$ cat config.mk
export PLATFORM = sky130hd
export DESIGN_NAME = fout_gen
export DESIGN_NICKNAME = d
export VERILOG_FILES = /design/src/rtl/fout_pkg.sv /design/src/rtl/fout_cfg_regs.sv /design/src/rtl/fout_divider.sv /design/src/rtl/fout_pin_mux.sv /design/src/rtl/fout_gen.sv
export SDC_FILE = /design/constraint.sdc
export NUM_CORES = 1
export LEC_CHECK = 0
export ABC_AREA = 1
export ABC_CLOCK_PERIOD_IN_PS = 2000
export BUFFER_PORTS_ARGS = -buffer_cell sky130_fd_sc_hd__buf_2
export CORE_MARGIN = 4
export CORE_UTILIZATION = 56
export DETAILED_ROUTE_END_ITERATION = 10
export PLACE_DENSITY = 0.81
export SYNTH_ARGS = -nofsm -noshare
export SYNTH_HDL_FRONTEND = slang
export SYNTH_SLANG_ARGS = --single-unit
$ cat constraint.sdc
create_clock -name clk -period 2 [get_ports clk]
set_input_delay 0.1 -clock clk [delete_from_list [all_inputs] [get_ports clk]]
set_output_delay 0.1 -clock clk [all_outputs]
set_load 0.005 [all_outputs]
$ cat src/rtl/fout_pkg.sv
package fout_pkg;
    typedef enum logic [1:0] {
        SRC_GPIO = 2'd0,
        SRC_FREQ = 2'd1,
        SRC_CLK  = 2'd2
    } pin_src_e;
endpackage

$ cat src/rtl/fout_cfg_regs.sv
module fout_cfg_regs #(
    parameter int CNT_W = 6
) (
    input  logic             clk,
    input  logic             rst_n,
    input  logic             we,
    input  logic             clk_en_i,
    input  logic             fo_en_i,
    input  logic             sel_cnt_i,
    input  logic [CNT_W-1:0] reload_i,
    output logic             clk_en_q,
    output logic             fo_en_q,
    output logic             sel_cnt_q,
    output logic [CNT_W-1:0] reload_q
);
    typedef struct packed {
        logic [CNT_W-1:0] reload;
        logic             clk_en;
        logic             fo_en;
        logic             sel_cnt;
    } cfg_t;

    cfg_t cfg_d, cfg_q;

    always_comb begin
        cfg_d = cfg_q;
        if (we) begin
            cfg_d.reload  = reload_i;
            cfg_d.clk_en  = clk_en_i;
            cfg_d.fo_en   = fo_en_i;
            cfg_d.sel_cnt = sel_cnt_i;
        end
    end

    always_ff @(posedge clk or negedge rst_n) begin
        if (!rst_n) cfg_q <= '0;
        else        cfg_q <= cfg_d;
    end

    assign clk_en_q  = cfg_q.clk_en;
    assign fo_en_q   = cfg_q.fo_en;
    assign sel_cnt_q = cfg_q.sel_cnt;
    assign reload_q  = cfg_q.reload;
endmodule

$ cat src/rtl/fout_divider.sv
module fout_divider #(
    parameter int CNT_W = 6
) (
    input  logic             clk,
    input  logic             rst_n,
    input  logic             enable,
    input  logic             sel_cnt,
    input  logic [CNT_W-1:0] reload,
    output logic             freq_o
);
    localparam logic [CNT_W-1:0] CNT_ZERO = '0;
    localparam logic [CNT_W-1:0] CNT_ONE  = CNT_W'(1);

    typedef struct packed {
        logic [CNT_W-1:0] cnt;
        logic             tog;
        logic             pulse;
    } div_t;

    div_t div_d, div_q;

    always_comb begin
        div_d = div_q;
        if (!enable) begin
            div_d = '0;
        end else if (div_q.cnt == CNT_ZERO) begin
            div_d.cnt   = reload;
            div_d.tog   = ~div_q.tog;
            div_d.pulse = 1'b1;
        end else begin
            div_d.cnt   = div_q.cnt - CNT_ONE;
            div_d.pulse = 1'b0;
        end
    end

    always_ff @(posedge clk or negedge rst_n) begin
        if (!rst_n) div_q <= '0;
        else        div_q <= div_d;
    end

    assign freq_o = sel_cnt ? div_q.pulse : div_q.tog;
endmodule

$ cat src/rtl/fout_pin_mux.sv
module fout_pin_mux
    import fout_pkg::*;
(
    input  logic     clk,
    input  logic     clk_en,
    input  logic     fo_en,
    input  logic     freq,
    input  logic     gpio,
    output logic     pin_out,
    output pin_src_e pin_src
);
    always_comb begin
        if (clk_en) begin
            pin_src = SRC_CLK;
            pin_out = clk;
        end else if (fo_en) begin
            pin_src = SRC_FREQ;
            pin_out = freq;
        end else begin
            pin_src = SRC_GPIO;
            pin_out = gpio;
        end
    end
endmodule

$ cat src/rtl/fout_gen.sv
module fout_gen
    import fout_pkg::*;
#(
    parameter int CNT_W = 6
) (
    input  logic             clk,
    input  logic             rst_n,
    input  logic             cfg_we,
    input  logic             cfg_clk_en,
    input  logic             cfg_fo_en,
    input  logic             cfg_sel_cnt,
    input  logic [CNT_W-1:0] cfg_reload,
    input  logic             gpio_in,
    output logic             pin_out,
    output logic [1:0]       pin_src
);
    logic             clk_en_q;
    logic             fo_en_q;
    logic             sel_cnt_q;
    logic [CNT_W-1:0] reload_q;
    logic             freq;
    pin_src_e         src_sel;

    fout_cfg_regs #(.CNT_W(CNT_W)) u_cfg (
        .clk       (clk),
        .rst_n     (rst_n),
        .we        (cfg_we),
        .clk_en_i  (cfg_clk_en),
        .fo_en_i   (cfg_fo_en),
        .sel_cnt_i (cfg_sel_cnt),
        .reload_i  (cfg_reload),
        .clk_en_q  (clk_en_q),
        .fo_en_q   (fo_en_q),
        .sel_cnt_q (sel_cnt_q),
        .reload_q  (reload_q)
    );

    fout_divider #(.CNT_W(CNT_W)) u_div (
        .clk     (clk),
        .rst_n   (rst_n),
        .enable  (fo_en_q),
        .sel_cnt (sel_cnt_q),
        .reload  (reload_q),
        .freq_o  (freq)
    );

    fout_pin_mux u_mux (
        .clk     (clk),
        .clk_en  (clk_en_q),
        .fo_en   (fo_en_q),
        .freq    (freq),
        .gpio    (gpio_in),
        .pin_out (pin_out),
        .pin_src (src_sel)
    );

    assign pin_src = src_sel;
endmodule

# After elaboration in Yosys (flattened, before gate mapping)

Cells that the tools add are included.

Bits in registers: 17
Bits of input ports: 13
Logic and storage cells: 20

Add/subtract/negate cells: 1
Equality and inequality tests: 1
Mux-type cells: 9
Bitwise gates (word level): 1
Reductions and logical operators: 1

Operators with widths:

| kind                | number |
|---|---|
| $mux 8              | 1 |
| $logic_not 6->1     | 1 |
| $mux 1              | 6 |
| $mux 6              | 1 |
| $sub 6x1->6 const B | 1 |
| $mux 2              | 1 |
| $ne 2x1->1 const B  | 1 |
| $not 1->1           | 1 |

# Depth between registers and ports, before layout

Gate-level depths: netlist (run 1).

Depth after elaboration: 3
Mapped depth: 7
Depth with buffers taken out: 7

# Cells and area by module

Synthesis (run 1) repeated with hierarchy kept, for this count alone.

Cell total of the unflattened synthesis: 99
Area, all modules: 827.0 µm²

By module, submodules not included:

| module        | times used | cells an instance | area an instance (µm²) | sequential area each (µm²) |
|---|---|---|---|---|
| fout_divider  | 1          | 50                | 439.2                  | 200.2 |
| fout_cfg_regs | 1          | 38                | 341.6                  | 225.2 |
| fout_pin_mux  | 1          | 11                | 46.3                   | 0.0 |

==> results.md, run 1 <==
* Status: complete, no violations
* Filler cell count at 85
* Final sum of negative setup slack at 0 ps
* Wirelength per Cell at roughly 15 um
* Setup clock skew after layout at roughly 2.6 ps
* IR Drop Worst-Case VDD at a little under 0.8 mV
* Count of vias placed by the detailed router at approximately 700
* Starting density of the core at 0.620
* Setup repair after global routing missed its margin: false
* Post-synthesis mux area share at 0.0807
* Number of DRC violations after detailed routing at 0
* Area growth syn-to-layout at 27.5%
* Number of max-capacitance violations reported at 0
* Prevailing post-synth register cell: sky130_fd_sc_hd__dfrtp_1
* Hold Path Stages at 3
* Initial DRC Count at 24
* Final ANT Viol Nets at 0
* Area occupied by multi-input gates at about 370 um2
* Power dissipated by switching net loads at 0.000543 W
* Total Routing Usage GR at 0.226
* Net count of the mapped netlist at 99
* Hold violation count in the final report at 0
* Mean number of vias per cell at roughly 5.5
* Worst endpoint required time at 1900 ps
* Worst r2r dst: u_div.div_q[4]
* Worst-path cell with the longest stage delay: sky130_fd_sc_hd__buf_2
* Fraction of the mapped netlist area in compound gates at 0.0837
* Comb pwr share at 0.419
* Total core area at 1350 um2
* Main combinational cell family by area after synthesis: simple AND/OR/NAND/NOR gates
* Number of warning messages in the yosys log at 0
* CP Capture Type: output port
* Final Slew Violations at 0
* Post-Synth Adder-Cell Area at 0.0299
* Ports placed on the boundary at 16
* Die Span Y at about 47 um
* Maximum number of pins on one net before global-route repair at 18
* Family with the most delay on the worst path: buffers and inverters
* Count of state elements after synthesis at 17
* Cell-internal power at 0.000809 W
* Buffers added on ports at 15
* Synth Area per Inst at between 9 and 10 um2
* Flop pwr share at 0.372
* Total number of nets in the final design at between 100 and 150
* Top cells by instance count after synthesis: sky130_fd_sc_hd__nand2_1, sky130_fd_sc_hd__dfrtp_1, sky130_fd_sc_hd__inv_1
* Peak fanout along the critical path at 2
* Postcts setup bufs at 0
* Share of Yosys cell area claimed by the top area cell type at 0.508
* Initial antenna violation count at 0
* Slew headroom at 0.758
* Global-route wire length before repair at 3290 um
* Peak per-stage delay on the critical path at approximately 130 ps
* Area of the die at approximately 2200 um2
* Cell Chain, Critical Path: clkbuf_4 -> clkbuf_4 -> nor2_1 -> a21oi_1 -> buf_2
* Power per cell area at 1270 nW/um2
* Tightest Pin Transition at ~360 ps
* Share of synthesized area occupied by flip-flops and latches at 0.508
* Count of endpoints failing setup in the final report at 0
* DPL Wire Length at about 1200 um
* Drt first pass iters at 4
* Reg2reg path depth at 6
* Most frequent cell on the critical path: sky130_fd_sc_hd__clkbuf_4
* Switching share of power at 0.402
* Share of the core filled with cells in the final layout at 0.791
* Hold-critical path endpoint: u_cfg.sel_cnt_q
* Row cnt at 13
* Clock network power share at 0.210
* Number of global-route vias before repair at 718
* Worst min-delay path startpoint: cfg_we
* N_diodes at 0
* Number of synthesized flops with an enable pin at 0
* Async S/R FF share, synth at 1.00
* Critical register-to-register path startpoint: u_div.div_q[2]
* Worst setup path category: clk -> out
* Clock transition time at the flip-flop clock pins of the worst setup and hold paths at 90 ps
* Arrival @ worst endpoint at 1520 ps
* Critical Path Source Type: clock port
* Placer's final routability congestion estimate at approximately 0.74
* Total global routing overflow at 0
* Class of the worst hold path: in -> reg
* Synthesized instance count at 84
* Clock latency of the later-clocked register in the worst-skew pair at about 400 ps
* Sequential cell area at 425 um2
* Leading post-synthesis cells by cell area: sky130_fd_sc_hd__dfrtp_1, sky130_fd_sc_hd__nand2_1, sky130_fd_sc_hd__mux2_1, sky130_fd_sc_hd__o21ai_2, sky130_fd_sc_hd__ha_1
* Clock tree from TritonCTS: yes
* Crit path buffers/inverters at 3
* Simple-gate area share of the yosys netlist at 0.236
* Cell with the most instances after synthesis: sky130_fd_sc_hd__nand2_1
* Proportion of layout cells with a drive suffix above 1 at 0.298
* Width of the chip at about 47 um
* Total routed wirelength at just under 2000 um
* Top cell type by total area after synthesis: sky130_fd_sc_hd__dfrtp_1
* Register-to-register setup slack at about 660 ps
* Count of unique library cells instantiated by Yosys at 23
* Leakage power summed over all cells at ~0.54 nW
* Syn Std Cell Area at around 840 um2
* Post-synthesis xor/xnor area fraction at 0.0105
## stage by stage
stage	instance area [um2]	worst slack (ps)	total power [W]	instances	hold WS, ps
floorplan	837	772	0.000944	84	-196
global placement	918	667	0.00104	112	30.8
detailed placement	918	667	0.00107	112	34.4
CTS	1070	379	0.00134	129	66.9
global route	1070	354	0.00145	129	90.9
finish	1070	383	0.00135	129	65.3
## registers in the layout, indices dropped and copies added, names as in the netlist
| register | cells |
|---|---|
| u_div.div_q | 8 |
| u_cfg.sel_cnt_q | 1 |
| u_cfg.reload_q | 6 |
| u_cfg.fo_en_q | 1 |
| u_cfg.clk_en_q | 1 |
## layer usage
metal  up-vias  wire (um)  GRT usage
met5         -          0          0
met4         0          6      0.110
met3         2        145     0.0586
met2        40       1010      0.341
met1       337        798      0.299
li1        329          -          -
## power groups by stage
stage	Clock [W]	Combinational, W	Sequential (W)
floorplan	0.0000102	0.000442	0.000493
detailed placement	0.0000170	0.000542	0.000506
global placement	0.0000170	0.000517	0.000502
CTS	0.000284	0.000560	0.000499
finish	0.000283	0.000566	0.000502
global route	0.000316	0.000624	0.000511
## worst max-delay path by stage
stage | start | to | slack (ps) | depth (start not counted)
6_report | clk | pin_out | 380 | 5
2_1_floorplan | clk | pin_out | 770 | 2
5_1_grt | u_cfg.fo_en_q | pin_out | 350 | 5
3_5_place_dp | clk | pin_out | 670 | 3
3_3_place_gp | clk | pin_out | 670 | 3
4_1_cts | clk | pin_out | 380 | 5
## placed cells by master, fill, tap and decap left out, types with 4 or more instances in the layout
| cell | Yosys | routed |
|---|---|---|
| sky130_fd_sc_hd__clkbuf_4 | 0 | 6 |
| sky130_fd_sc_hd__nand2_1 | 24 | 24 |
| sky130_fd_sc_hd__buf_2 | 1 | 15 |
| sky130_fd_sc_hd__mux2_1 | 4 | 4 |
| sky130_fd_sc_hd__dfrtp_1 | 17 | 17 |
| sky130_fd_sc_hd__dlygate4sd3_1 | 0 | 10 |
| sky130_fd_sc_hd__o21ai_2 | 4 | 4 |
| sky130_fd_sc_hd__nor2_1 | 4 | 4 |
| sky130_fd_sc_hd__inv_1 | 6 | 6 |
## cell families (layout without fill, tap and decap cells)
logic type,after synthesis,in the layout
buffers and inverters,10,40
AO/OA/AOI/OAI,11,11
multiplexers,6,6
flip-flops,17,17
AND/OR/NAND/NOR,37,37
adder cells (fa/ha/maj),2,2
XOR/XNOR,1,1
## tightest hold or removal path: cells and delay by family
family                 cells  cell delay, ps
buffers and inverters      1             180
and+or+nand+nor            1              80
AOI/OAI and AO/OA          1              60
## cell type report
type	instances	area share
inverter	8	0.0281
clock buffer	8	0.0504
sequential	17	0.399
tap	15	0.0176
timing repair buffer	24	0.159
multi-input combinational	57	0.346
## timing repair
action | in CTS | in global routing
hold buffers | 10 | 0
hold endpoints to repair | 26 | 0
resized for setup | 0 | 0
No activity file was read; power rests on OpenSTA's default activity.
==> run 2: changes to the inputs <==
--- a/config.mk
+++ b/config.mk
@@ -5,13 +5,13 @@
 export SDC_FILE = /design/constraint.sdc
 export NUM_CORES = 1
 export LEC_CHECK = 0
-export ABC_AREA = 1
-export ABC_CLOCK_PERIOD_IN_PS = 2000
+export ABC_AREA = 0
+export ABC_CLOCK_PERIOD_IN_PS = 1350
 export BUFFER_PORTS_ARGS = -buffer_cell sky130_fd_sc_hd__buf_2
 export CORE_MARGIN = 4
-export CORE_UTILIZATION = 56
+export CORE_UTILIZATION = 46
 export DETAILED_ROUTE_END_ITERATION = 10
-export PLACE_DENSITY = 0.81
+export PLACE_DENSITY = 0.71
 export SYNTH_ARGS = -nofsm -noshare
 export SYNTH_HDL_FRONTEND = slang
 export SYNTH_SLANG_ARGS = --single-unit
==> constraint.sdc (replaced) <==
create_clock -name clk -period 1.35 [get_ports clk]
set_input_delay 0.0675 -clock clk [delete_from_list [all_inputs] [get_ports clk]]
set_output_delay 0.0675 -clock clk [all_outputs]
set_load 0.005 [all_outputs]
==> run 2 against run 1 <==
Against the previous run: the run now ends with setup timing left; wire length rose by 14%; highest routed layer unchanged; combinational power rose by 150%; sequential power rose by 43%.
==> results.md, run 2 <==
* Prevailing post-synth register cell: sky130_fd_sc_hd__dfrtp_1
* Most frequent cell on the critical path: sky130_fd_sc_hd__or3_4
* Leading post-synthesis cells by cell area: sky130_fd_sc_hd__dfrtp_1, sky130_fd_sc_hd__mux2_2, sky130_fd_sc_hd__a211oi_1, sky130_fd_sc_hd__xnor2_1, sky130_fd_sc_hd__ha_1
* Achievable clock frequency at between 600 and 700 MHz
* Crit path buffers/inverters at 0 (-3)
* Worst hold margin at 20.8 ps (-44.5 ps)
* Total Routing Usage GR at 0.187 (-0.0388)
* Final min period at about 1400 ps
* Placed Instances at 105 (-6.3%)
* Slew headroom at 0.748 (-0.0105)
* Most common library cell in the layout ignoring fill and taps: sky130_fd_sc_hd__dfrtp_1
* Total global routing overflow at 0 (unchanged)
* Number of DRC violations after detailed routing at 0 (unchanged)
* Flip-flop count of the largest register, all copies and words added at 8 (unchanged)
* Final standard cell area without fillers at 1270 um2 (+19%)
* Status: finished with violations
* Number of global-route vias before repair at 715 (-0.42%)
* Area of the die at 2450 um2 (+13%)
* Wirelength per Cell at 17.7 um (+17%)
* Clock transition time at the flip-flop clock pins of the worst setup and hold paths at 100 ps (about the same)
* Width of the chip at 49.5 um (+6.1%)
* Mean number of vias per cell at 5.54 (+0.93%)
* Syn Std Cell Area at 792 um2 (-5.4%)
* Critical Path Source Type: register
* Worst-case setup margin in the final layout at -79.2 ps (-462 ps)
* Synthesized instance count at 68 (-19%)
* Setup clock skew after layout at 4.31 ps (+1.67 ps)
* Tightest Pin Transition at 378 ps (+15.8 ps)
* Total routed wirelength at 2240 um (+14%)
* Peak fanout along the critical path at 5 (+3)
* Placer's final routability congestion estimate at 0.783 (+5.9%)
* Placement Cell Area at 950 um2 (+3.4%)
* Number of synthesized flops with an enable pin at 0 (unchanged)
* Met3 usage at 0.0813 (+0.0227)
* Share of Yosys cell area claimed by the top area cell type at 0.537 (+0.0289)
* Net count of the mapped netlist at 83 (-16%)
* Row cnt at 14 (+1)
* Register containing the most flip-flops in the final layout: u_div.div_q
* Total number of nets in the final design at 126 (-3.1%)
* Maximum number of pins on one net before global-route repair at 18 (unchanged)
* Number of max-capacitance violations reported at 0 (unchanged)
* Global-route wire length before repair at 3130 um (-4.8%)
* IR Drop Worst-Case VDD at 1.25 mV (+61%)
* Starting density of the core at 0.508 (-0.112)
* Die Span Y at 49.5 um (+6.1%)
* Share of synthesized area occupied by flip-flops and latches at 0.537 (+0.0289)
* Final Slew Violations at 0 (unchanged)
* Clock tree from TritonCTS: yes
* Setup repair after global routing missed its margin: true
* Drt first pass iters at 4 (unchanged)
* Cell with the most instances after synthesis: sky130_fd_sc_hd__dfrtp_1
* Area growth syn-to-layout at 60.7%
* Global route hottest layer: met2
* Top cell type by total area after synthesis: sky130_fd_sc_hd__dfrtp_1
* Synth Area per Inst at 11.6 um2 (+17%)
* Ports placed on the boundary at 16 (unchanged)
* Met1 Use GR at 0.183 (-0.116)
* Register-to-register setup slack at -80 ps (-740 ps)
* Count of endpoints failing setup in the final report at 7 (+7)
* Cell Chain, Critical Path: or3_4 -> or3_4 -> a21oi_2
* Final ANT Viol Nets at 0 (unchanged)
* Initial antenna violation count at 0 (unchanged)
* Count of vias placed by the detailed router at 698 (-1.4%)
* Initial DRC Count at 9 (-63%)
* DPL Wire Length at 1190 um (+2.9%)
* Worst endpoint required time at 1680 ps (-220 ps)
* Met2 Usage GRT at 0.279 (-0.0616)
* Arrival @ worst endpoint at 1760 ps (+240 ps)
* Total core area at 1560 um2 (+15%)
* Violations in the final reports: setup timing
* Filler cell count at 76 (-11%)
* Number of warning messages in the yosys log at 0 (unchanged)
* Power per cell area at 2000 nW/um2 (+58%)
* Share of the core filled with cells in the final layout at 0.816 (+0.0257)
* Count of state elements after synthesis at 17 (unchanged)
* Proportion of layout cells with a drive suffix above 1 at 0.636 (+0.338)
* Hold violation count in the final report at 0 (unchanged)
* N_diodes at 0 (unchanged)
* Tot Pwr at 0.00255 W (+88%)
* Number of standard cells in the final layout excluding fillers at 126 (-2.3%)
* Leakage power summed over all cells at 0.560 nW (+3.6%)
* Clock latency of the later-clocked register in the worst-skew pair at 390 ps (about the same)
* CP Capture Type: register
* Class of the worst hold path: in -> reg
* Count of unique library cells instantiated by Yosys at 24 (+4.3%)
* Top cells by instance count after synthesis: sky130_fd_sc_hd__dfrtp_1, sky130_fd_sc_hd__mux2_2, sky130_fd_sc_hd__a211oi_1, sky130_fd_sc_hd__a21oi_1, sky130_fd_sc_hd__nor3_1
* Peak per-stage delay on the critical path at 440 ps (+310 ps)
* Async S/R FF share, synth at 1.00 (unchanged)
* Highest-count cells in the layout ignoring fill and taps: sky130_fd_sc_hd__dfrtp_1, sky130_fd_sc_hd__buf_2, sky130_fd_sc_hd__buf_4
* Family with the most delay on the worst path: simple AND/OR/NAND/NOR gates
* Worst-path cell with the longest stage delay: sky130_fd_sc_hd__or3_4
* Buffers added on ports at 15 (unchanged)
* Worst setup path category: reg -> reg
* Final worst-path cycle share at 1.06
run 2: repair_timing:
action / CTS / global route
gates resized for setup: 10 / 21
endpoints found under the setup margin: 9 / 9
endpoints found under the hold margin: 26 / 0
pin swaps: 5 / 6
hold buffers: 10 / 0
buffers inserted: 2 / 2
run 2: worst reg2reg max path: stages, from the launching register on:
cell and delay [ps]:
sky130_fd_sc_hd__dfrtp_1 420, sky130_fd_sc_hd__or3_4 440, sky130_fd_sc_hd__or3_4 390, sky130_fd_sc_hd__a21oi_2 120
run 2: per-stage QoR:
| stage | setup TNS (ps) | worst slack [ps] |
|---|---|---|
| floorplan | -783 | -150 |
| detailed placement | -566 | -128 |
| global route | -661 | -158 |
| CTS | -114 | -69.6 |
| finish | -349 | -79.2 |
| global placement | -311 | -76.0 |
run 2: metal layers:
metal	routed length [um]	vias to the layer above
met1	873	346
met2	1190	19
met5	0	-
li1	-	325
met4	86	0
met3	81	8
run 2: final timing paths:
check,start,end,cells past startpoint
setup / recovery,u_div.div_q[4],u_div.div_q[1],3
hold / removal,cfg_we,u_cfg.fo_en_q,2
setup reg to reg,u_div.div_q[4],u_div.div_q[1],3
hold reg to reg,u_cfg.reload_q[5],u_cfg.reload_q[5],1
max in group asynchronous,rst_n,u_cfg.fo_en_q,2
min in group asynchronous,rst_n,u_cfg.reload_q[3],2
run 2: cell type report:
cell class | count | area (um2) | share of cell area
well taps | 16 | 20.0 | 0.0157
clock inverters | 1 | 5.00 | 0.00393
repair buffers | 38 | 287 | 0.225
clock buffers | 7 | 50.0 | 0.0393
multi-input cells | 44 | 469 | 0.369
inverters | 3 | 15.0 | 0.0118
flip-flops and latches | 17 | 427 | 0.335
run 2: cell families (layout without fill, tap and decap cells):
family	after synthesis	after routing	synth area share
flops	17	17	0.537
fa+ha+maj	2	2	0.0316
mux	9	9	0.126
xor+xnor	3	3	0.0332
buf+inv	7	49	0.0490
compound gates	14	14	0.118
simple gates	16	16	0.104
run 2: power breakdown:
part | internal (W) | switching [W] | leakage, nW
clock | 0.000229 | 0.000207 | 0.0434
combinational | 0.000731 | 0.000660 | 0.306
sequential | 0.000625 | 0.0000951 | 0.210
